==> src/rtl/dsm_pkg.sv <==
package dsm_pkg;

  typedef enum logic {
    NTF_HIGHPASS = 1'b0,
    NTF_BANDPASS = 1'b1
  } ntf_sel_e;

  function automatic int mid_code(input int code_w);
    return 1 << (code_w - 1);
  endfunction

endpackage

==> src/rtl/dsm_err_loop.sv <==
module dsm_err_loop #(
  parameter int IN_W  = 14,
  parameter int OUT_W = 3,
  parameter int ACC_W = 17
) (
  input  logic                   clk,
  input  logic                   rst,
  input  logic                   mode_bp,
  input  logic                   in_valid,
  input  logic signed [IN_W-1:0] in_sample,
  output logic                   q_valid,
  output logic [IN_W-1:0]        q_level
);
  import dsm_pkg::*;

  localparam int LSB_W = IN_W - OUT_W;
  localparam int EW    = ACC_W + 1;
  localparam int SW    = ACC_W + 3;
  localparam int DEPTH = 4;

  localparam logic signed [SW-1:0] C_OFS     = SW'(2 ** (IN_W - 1));
  localparam logic signed [SW-1:0] C_HALF    = SW'(2 ** (LSB_W - 1));
  localparam logic signed [SW-1:0] C_UMAX    = SW'(2 ** IN_W - 1);
  localparam logic signed [SW-1:0] C_HIMID   = C_OFS - C_HALF;
  localparam logic signed [SW-1:0] C_LOMID   = C_HALF - C_OFS;
  localparam logic signed [SW-1:0] C_ACC_MAX = SW'(2 ** (ACC_W - 1) - 1);
  localparam logic signed [SW-1:0] C_ACC_MIN = -SW'(2 ** (ACC_W - 1));

  ntf_sel_e sel;
  ntf_sel_e sel_q;
  logic     chg;

  logic signed [EW-1:0] hist [1:DEPTH];
  logic signed [EW-1:0] heff [1:DEPTH];

  logic signed [SW-1:0] fb;
  logic signed [SW-1:0] sum_w;
  logic signed [SW-1:0] v_w;
  logic signed [SW-1:0] u_w;
  logic signed [SW-1:0] err_w;
  logic signed [EW-1:0] err;
  logic                 over_lo;
  logic                 over_hi;
  logic [IN_W-1:0]      u_clamp;

  assign sel = ntf_sel_e'(mode_bp);
  assign chg = (sel != sel_q);

  always_comb begin
    for (int k = 1; k <= DEPTH; k++) begin
      heff[k] = chg ? '0 : hist[k];
    end
  end

  // feedback taps: highpass uses lags 1,2; bandpass uses lags 2,4
  always_comb begin
    if (sel == NTF_BANDPASS) begin
      fb = (SW'(heff[2]) <<< 1) + SW'(heff[4]);
    end else begin
      fb = (SW'(heff[1]) <<< 1) + SW'(heff[2]);
    end
    sum_w = SW'(in_sample) + fb;
    if (sum_w > C_ACC_MAX) begin
      v_w = C_ACC_MAX;
    end else if (sum_w < C_ACC_MIN) begin
      v_w = C_ACC_MIN;
    end else begin
      v_w = sum_w;
    end
  end

  // error taken from the offset value's low bits, no quantizer in the loop
  always_comb begin
    u_w     = v_w + C_OFS;
    over_lo = (u_w < 0);
    over_hi = (u_w > C_UMAX);
    if (over_lo) begin
      err_w   = C_LOMID - v_w;
      u_clamp = '0;
    end else if (over_hi) begin
      err_w   = C_HIMID - v_w;
      u_clamp = '1;
    end else begin
      err_w   = C_HALF - $signed(SW'(u_w[LSB_W-1:0]));
      u_clamp = u_w[IN_W-1:0];
    end
    err = $signed(err_w[EW-1:0]);
  end

  always_ff @(posedge clk) begin
    if (rst) begin
      sel_q   <= NTF_HIGHPASS;
      q_valid <= 1'b0;
      q_level <= '0;
      for (int k = 1; k <= DEPTH; k++) begin
        hist[k] <= '0;
      end
    end else begin
      sel_q   <= sel;
      q_valid <= in_valid;
      if (in_valid) begin
        q_level <= u_clamp;
        hist[1] <= err;
        for (int k = 2; k <= DEPTH; k++) begin
          hist[k] <= heff[k-1];
        end
      end else if (chg) begin
        for (int k = 1; k <= DEPTH; k++) begin
          hist[k] <= '0;
        end
      end
    end
  end

  // inside the quantizer range the error never exceeds half a step
  a_r4_err_bound: assert property (@(posedge clk) disable iff (rst)
    (in_valid && !over_lo && !over_hi) |-> (err_w >= -C_HALF && err_w <= C_HALF));

  // a mode change on an idle cycle leaves an empty history
  a_r7_mode_clear: assert property (@(posedge clk) disable iff (rst)
    (chg && !in_valid) |=> (hist[1] == '0 && hist[2] == '0 && hist[3] == '0 && hist[4] == '0));

endmodule

==> src/rtl/dsm_sub_stage.sv <==
module dsm_sub_stage #(
  parameter int IN_W     = 14,
  parameter int OUT_W    = 3,
  parameter int IDX      = 0,
  parameter int RST_CODE = 0
) (
  input  logic             clk,
  input  logic             rst,
  input  logic             vi,
  input  logic [IN_W-1:0]  res_i,
  input  logic [OUT_W-1:0] code_i,
  output logic             vo,
  output logic [IN_W-1:0]  res_o,
  output logic [OUT_W-1:0] code_o
);

  localparam logic [IN_W-1:0] THR = IN_W'(2 ** (IN_W - 1 - IDX));
  localparam int BITPOS = OUT_W - 1 - IDX;

  logic bit_q;
  assign bit_q = (res_i >= THR);

  always_ff @(posedge clk) begin
    if (rst) begin
      vo     <= 1'b0;
      res_o  <= '0;
      code_o <= OUT_W'(RST_CODE);
    end else begin
      vo <= vi;
      if (vi) begin
        res_o          <= bit_q ? (res_i - THR) : res_i;
        code_o         <= code_i;
        code_o[BITPOS] <= bit_q;
      end
    end
  end

  // each stage leaves a residue below its own weight
  a_r3_residue_below_step: assert property (@(posedge clk) disable iff (rst)
    vo |-> (res_o < THR));

endmodule

==> src/rtl/ds_mod_dual.sv <==
module ds_mod_dual #(
  parameter int IN_W  = 14,
  parameter int OUT_W = 3,
  parameter int ACC_W = 17
) (
  input  logic                   clk,
  input  logic                   rst,
  input  logic                   mode_bp,
  input  logic                   in_valid,
  input  logic signed [IN_W-1:0] in_sample,
  output logic                   out_valid,
  output logic [OUT_W-1:0]       out_code
);

  localparam int LAT = OUT_W + 1;
  localparam int MID = dsm_pkg::mid_code(OUT_W);

  logic             v_c    [0:OUT_W];
  logic [IN_W-1:0]  res_c  [0:OUT_W];
  logic [OUT_W-1:0] code_c [0:OUT_W];

  dsm_err_loop #(
    .IN_W (IN_W),
    .OUT_W(OUT_W),
    .ACC_W(ACC_W)
  ) u_loop (
    .clk      (clk),
    .rst      (rst),
    .mode_bp  (mode_bp),
    .in_valid (in_valid),
    .in_sample(in_sample),
    .q_valid  (v_c[0]),
    .q_level  (res_c[0])
  );

  assign code_c[0] = '0;

  for (genvar i = 0; i < OUT_W; i++) begin : g_stage
    dsm_sub_stage #(
      .IN_W    (IN_W),
      .OUT_W   (OUT_W),
      .IDX     (i),
      .RST_CODE((i == OUT_W - 1) ? MID : 0)
    ) u_stage (
      .clk   (clk),
      .rst   (rst),
      .vi    (v_c[i]),
      .res_i (res_c[i]),
      .code_i(code_c[i]),
      .vo    (v_c[i+1]),
      .res_o (res_c[i+1]),
      .code_o(code_c[i+1])
    );
  end

  assign out_valid = v_c[OUT_W];
  assign out_code  = code_c[OUT_W];

  // reset state
  a_r1_reset_state: assert property (@(posedge clk)
    rst |=> (!out_valid && out_code == OUT_W'(MID)));

  // fixed latency of four edges, in both directions
  a_r2_latency_hit: assert property (@(posedge clk) disable iff (rst)
    in_valid |-> ##LAT out_valid);
  a_r2_latency_gap: assert property (@(posedge clk) disable iff (rst)
    !in_valid |-> ##LAT !out_valid);

  // code holds when nothing new arrives at the last stage
  a_r9_code_hold: assert property (@(posedge clk) disable iff (rst)
    !v_c[OUT_W-1] |=> $stable(out_code));

endmodule

==> config.mk <==
export PLATFORM = sky130hd
export DESIGN_NAME = ds_mod_dual
export DESIGN_NICKNAME = d
export VERILOG_FILES = /design/src/rtl/dsm_pkg.sv /design/src/rtl/dsm_err_loop.sv /design/src/rtl/dsm_sub_stage.sv /design/src/rtl/ds_mod_dual.sv
export SDC_FILE = /design/constraint.sdc
export NUM_CORES = 1
export LEC_CHECK = 0
export ABC_AREA = 0
export CAP_MARGIN = 20
export CORE_AREA = 4 4 166 168
export CTS_CLUSTER_SIZE = 25
export DETAILED_ROUTE_END_ITERATION = 7
export DIE_AREA = 0 0 170 172
export GPL_ROUTABILITY_DRIVEN = 0
export PLACE_DENSITY_LB_ADDON = 0.08
export SLEW_MARGIN = 20
export SYNTH_ARGS = -nofsm -noshare
export SYNTH_HDL_FRONTEND = slang
export SYNTH_SLANG_ARGS = --single-unit
==> constraint.sdc <==
create_clock -name clk -period 29.7 [get_ports clk]
set_clock_uncertainty 0.05 [all_clocks]
set_input_delay 5.94 -clock clk [delete_from_list [all_inputs] [get_ports clk]]
set_output_delay 5.94 -clock clk [all_outputs]
set_load 0.1 [all_outputs]
==> results of run 1 <==
metrics by stage:
step / area [sq um] / std cells
after floorplan: 7740 / 882
after global placement: 8190 / 1192
after detailed placement: 8190 / 1192
after CTS: 8500 / 1208
after global routing: 8500 / 1208
final: 8500 / 1208
area by class of cell:
| cell class | instances | area share |
|---|---|---|
| multi-input cells | 710 | 0.572 |
| flip-flops and latches | 92 | 0.302 |
| well taps | 335 | 0.0493 |
| clock buffers | 10 | 0.0295 |
| repair buffers | 25 | 0.0277 |
| inverters | 30 | 0.0133 |
| clock inverters | 6 | 0.00633 |
cell usage in the layout (no fill, tap or decap), types with 5 or more instances in the layout:
cell type        synthesis  final
a211o_1                  7      7
a211oi_1                 9      9
a21o_1                  14     14
a21oi_1                 58     58
a31oi_1                  9      9
and2_1                  60     60
and3_1                  55     55
clkbuf_16                0     10
clkdlybuf4s50_1          0     20
dfxtp_1                 20     20
edfxtp_1                72     72
ha_1                    60     60
inv_1                   30     30
mux2i_1                  8      8
nand2_1                 60     59
nand2b_1                10     10
nand3_1                 17     17
nor2_1                  69     69
nor2b_1                 11     11
nor3_1                  25     25
nor3b_1                  8      8
nor4_1                   5      5
o211ai_1                 7      7
o21a_1                  14     14
o21ai_0                 45     45
o21ai_1                  8      8
o31ai_1                  5      5
or2_2                    5      5
or3_1                    6      6
xnor2_1                 32     31
xor2_1                  23     23
flip-flops by register name (all words and copies together), names as in the netlist:
name and flops:
u_loop.q_level 3, u_loop.sel_q 1, g_stage.u_stage.res_o 6, u_loop.q_valid 1
g_stage.u_stage.code_o 6, u_loop.hist 72, g_stage.u_stage.vo 3
cells by family after synthesis:
logic type,after synthesis,synth area share
compound gates,222,0.194
buf+inv,80,0.0431
fa+ha+maj,62,0.102
mux,12,0.0162
xor+xnor,56,0.0643
simple gates,358,0.249
flops,92,0.331
where the power goes:
group | leakage [uW] | internal [uW] | total, uW | switching (uW)
logic | 0.00244 | 90.9 | 249 | 158
registers | 0.000999 | 155 | 164 | 8.99
clock network | 0.000148 | 63.3 | 119 | 56.2
critical path, delay by kind of cell:
kind,cells,cell delay [ns]
AO/OA/AOI/OAI,17,3.47
AND/OR/NAND/NOR,11,2.88
buffers and inverters,5,1.71
adder cells (fa/ha/maj),3,1.37
XOR/XNOR,3,0.48
final timing paths:
path | from | endpoint | slack [ns] | depth (start not counted)
worst max-delay path | mode_bp | u_loop.hist[0][32] | 13.81 | 39
worst min register to register | u_loop.q_level[12] | u_loop.q_level[12] | 0.42 | 2
worst max register to register | u_loop.sel_q | u_loop.hist[0][32] | 19.46 | 37
worst min-delay path | u_loop.q_level[12] | u_loop.q_level[12] | 0.42 | 2
routing by layer:
layer	wire (um)	vias up	track usage
met1	11200	2905	0.219
met4	259	0	0.0330
li1	-	3184	-
met5	0	-	0
met3	518	15	0.0215
met2	8830	56	0.212
==> out/results.ini, run 1 <==
[clock_network]
clk_latency_ns=0.35
ctsRootBufferMaster=clkbuf_16
htree_levels=3
ctsResizeCount=0
postCtsSetupBuffers=0
clock_sinks=92
clk_pin_slew_ns=0.07
clockBufferDepth=2
cts_buffers=9
hold_buffers=0
cts_tree=done

[job]
maxCapViolations=0

[logic_synthesis]
synthTopCellsByCount=edfxtp_1, nor2_1, and2_1, ha_1, nand2_1
syn_inst=882
synth_cell_types=77
synth_edf_count=72
postSynth.asyncResetShare=0
synth_area_per_cell_sq_um=8.78
synth.most_common_cell=edfxtp_1
synth_nets=962
synth_warnings=0
syn_area_sq_um=7740
ys_ff_latch=92
synthDominantCellAreaShare=0.279
synth.yosys.seq_area_share=0.331
ys_top_cells_by_area=edfxtp_1, ha_1, dfxtp_1
yosys.area.top_type=edfxtp_1
synthFlopType=edfxtp_1

[sta]
final-hold-violation-count=0
final-setup-viol-count=0
rsz0062_at_grt=no
maxSlewViolCount=0
fmax_mhz=62.9
whs_ns=0.416
setup_slack_ns=13.81
period_share=0.535
worst_pin_slew_ns=0.991
fin_crit_ns=15.89
slew_headroom=0.340
tns_ns=0

[drt]
drc=0
drt_iter0_markers=349
via_per_inst=5.10
ant_nets=0
finalWirelength_um=20800
avgRoutedWirePerCell_um=17.2
dr.pass1.iters=4
vias=6160

[global_routing]
grt_overflow=0
grt_max_degree=107
track_usage=0.143
grt_pass1_wl_um=33200
antenna_found_initial=0
grt_pass1_vias=5907

[place]
io_buffers=21
dp.final_hpwl_um=15400
place_ws_ns=13.42

[worst_setup_path]
crit_path_start_kind=primary input
critPathMaxFanout=106
path_class=primary input to register
cp_slowest_stage_delay_ns=0.84
cp.required_ns=29.72
slowest_stage=ha_1
cp-end-kind=register
cp.arrival_ns=15.91

[final_layout]
multiInputGateArea_sq_um=4860
drive_above_1_share=0.0676
nFillCells=2722
areaGrowthSynthToFinish_pct=9.71
diodes=0
final_nets=948
seq_area_sq_um=2560
finish.utilization=0.328

[outcome]
outcome=finished clean

[min_path]
hold_class=register to register

[die]
die_w_um=170
initial_utilization=0.299
core_sq_um=25900
row_count=59
pin_count=22
dieArea_sq_um=29200
fp.dieH_um=172

[power_and_ir_drop]
total_power_uw=532
p_leak_uw=0.00359
peakVddDrop_mv=0.0332
cellPowerDensity_nw_per_um2=62.6

Power figures use the tool's default switching activity.
==> inputs of run 2 (changes only) <==
- clock period: 29.7 -> 14.5 ns (I/O delays scaled with it)
==> out/results.ini, run 2 (synthesis gave the netlist of run 1 again) <==
[outcome]
outcome=finished clean

[power_and_ir_drop]
p_leak_uw=0.00360
p_int_uw=641
peakVddDrop_mv=0.0521
switching_share=0.416
p_comb_frac=0.464
p_seq_frac=0.306
p_sw_uw=455
total_power_uw=1100
clkPwrFrac=0.230
cellPowerDensity_nw_per_um2=129

[clock_network]
cts_tree=done
clock_sinks=92
cts_buffers=9
clk_pin_slew_ns=0.07
postCtsSetupBuffers=0
clk_latency_ns=0.35
ctsRootBufferMaster=clkbuf_16
hold_buffers=0
htree_levels=3
clockBufferDepth=2
ctsResizeCount=0

[sta]
period_share=0.865
whs_ns=0.414
tns_ns=0
final-hold-violation-count=0
worst_pin_slew_ns=1.02
fin_crit_ns=12.54
final-setup-viol-count=0
maxSlewViolCount=0
slew_headroom=0.320
rsz0062_at_grt=no
fmax_mhz=79.7

[place]
dp.final_hpwl_um=15600
io_buffers=21

[final_layout]
finish.utilization=0.328
seq_area_sq_um=2560
multiInputGateArea_sq_um=4860
regMostFlops=u_loop.hist
diodes=0
final_common_cell=edfxtp_1
final_nets=949
nFillCells=2713
drive_above_1_share=0.0686
largest_register_ffs=72
final_cell_mix=edfxtp_1, nor2_1, and2_1, ha_1, nand2_1
areaGrowthSynthToFinish_pct=9.79
top_regs=u_loop.hist: 72 flops, g_stage.u_stage.code_o: 6 flops, g_stage.u_stage.res_o: 6 flops

[die]
initial_utilization=0.299
pin_count=22
core_sq_um=25900
fp.dieH_um=172
dieArea_sq_um=29200
row_count=59
die_w_um=170

[drt]
drt_iter0_markers=281
avgRoutedWirePerCell_um=17.3
via_per_inst=5.16
dr.pass1.iters=5
ant_nets=0
vias=6233
finalWirelength_um=20900
drc=0

[global_routing]
grt_pass1_vias=6077
track_usage=0.146
grt_max_degree=73
antenna_found_initial=0
grt_pass1_wl_um=33800
grt_overflow=0

[worst_setup_path]
cp.arrival_ns=12.55
slowest_stage=ha_1
critPathBufInv=3
crit_path_start_kind=primary input
cp_slowest_stage_delay_ns=0.84
cp-end-kind=register
reg2reg_depth=36
cpLargestDelayFamily=compound AO/OA/AOI/OAI gates
critPathMaxFanout=24
path_class=primary input to register
worst-path-stages=37
cp.required_ns=14.51

[job]
maxCapViolations=0

[min_path]
min_path_cells=2
hold_class=register to register

-- run 2: final timing paths --
kind                                    startpoint            endpoint  slack [ns]
worst min-delay path            u_loop.q_level[13]  u_loop.q_level[13]        0.41
worst max-delay path                       mode_bp  u_loop.hist[0][32]        1.96
worst max register to register        u_loop.sel_q  u_loop.hist[0][32]        4.17
worst min register to register  u_loop.q_level[13]  u_loop.q_level[13]        0.41
-- run 2: metal layers --
layer / track usage / wire [um] / part of all wire
met4: 0.0358 / 306 / 0.015
met1: 0.218 / 11000 / 0.52
met5: 0 / 0 / 0
met3: 0.0181 / 480 / 0.023
met2: 0.224 / 9130 / 0.44
-- run 2: stage by stage --
step,instance area [sq um],instances,setup slack (ns)
3_3_place_gp,8200,1193,1.58
6_report,8500,1209,1.96
5_1_grt,8500,1209,1.16
4_1_cts,8500,1209,1.90
3_5_place_dp,8200,1193,1.54
2_1_floorplan,7740,882,2.89
-- run 2: tightest hold or removal path: cells and delay by family, from the launching register on --
| kind | cells | cell delay [ns] |
|---|---|---|
| AOI/OAI and AO/OA | 1 | 0.05 |
| DFF | 1 | 0.33 |
| and+or+nand+nor | 1 | 0.05 |
-- run 2: power groups by stage --
stage,registers (uW),logic [uW],clock network (uW)
2_1_floorplan,332,396,0
3_3_place_gp,343,517,0
3_5_place_dp,342,507,0
4_1_cts,337,510,262
5_1_grt,339,571,275
6_report,336,508,252
-- run 2: final cells by class --
class,instances,share of cell area
clock inverters,7,0.00912
flip-flops and latches,92,0.301
multi-input cells,710,0.572
inverters,30,0.0132
clock buffers,9,0.0265
well taps,335,0.0493
repair buffers,26,0.0285
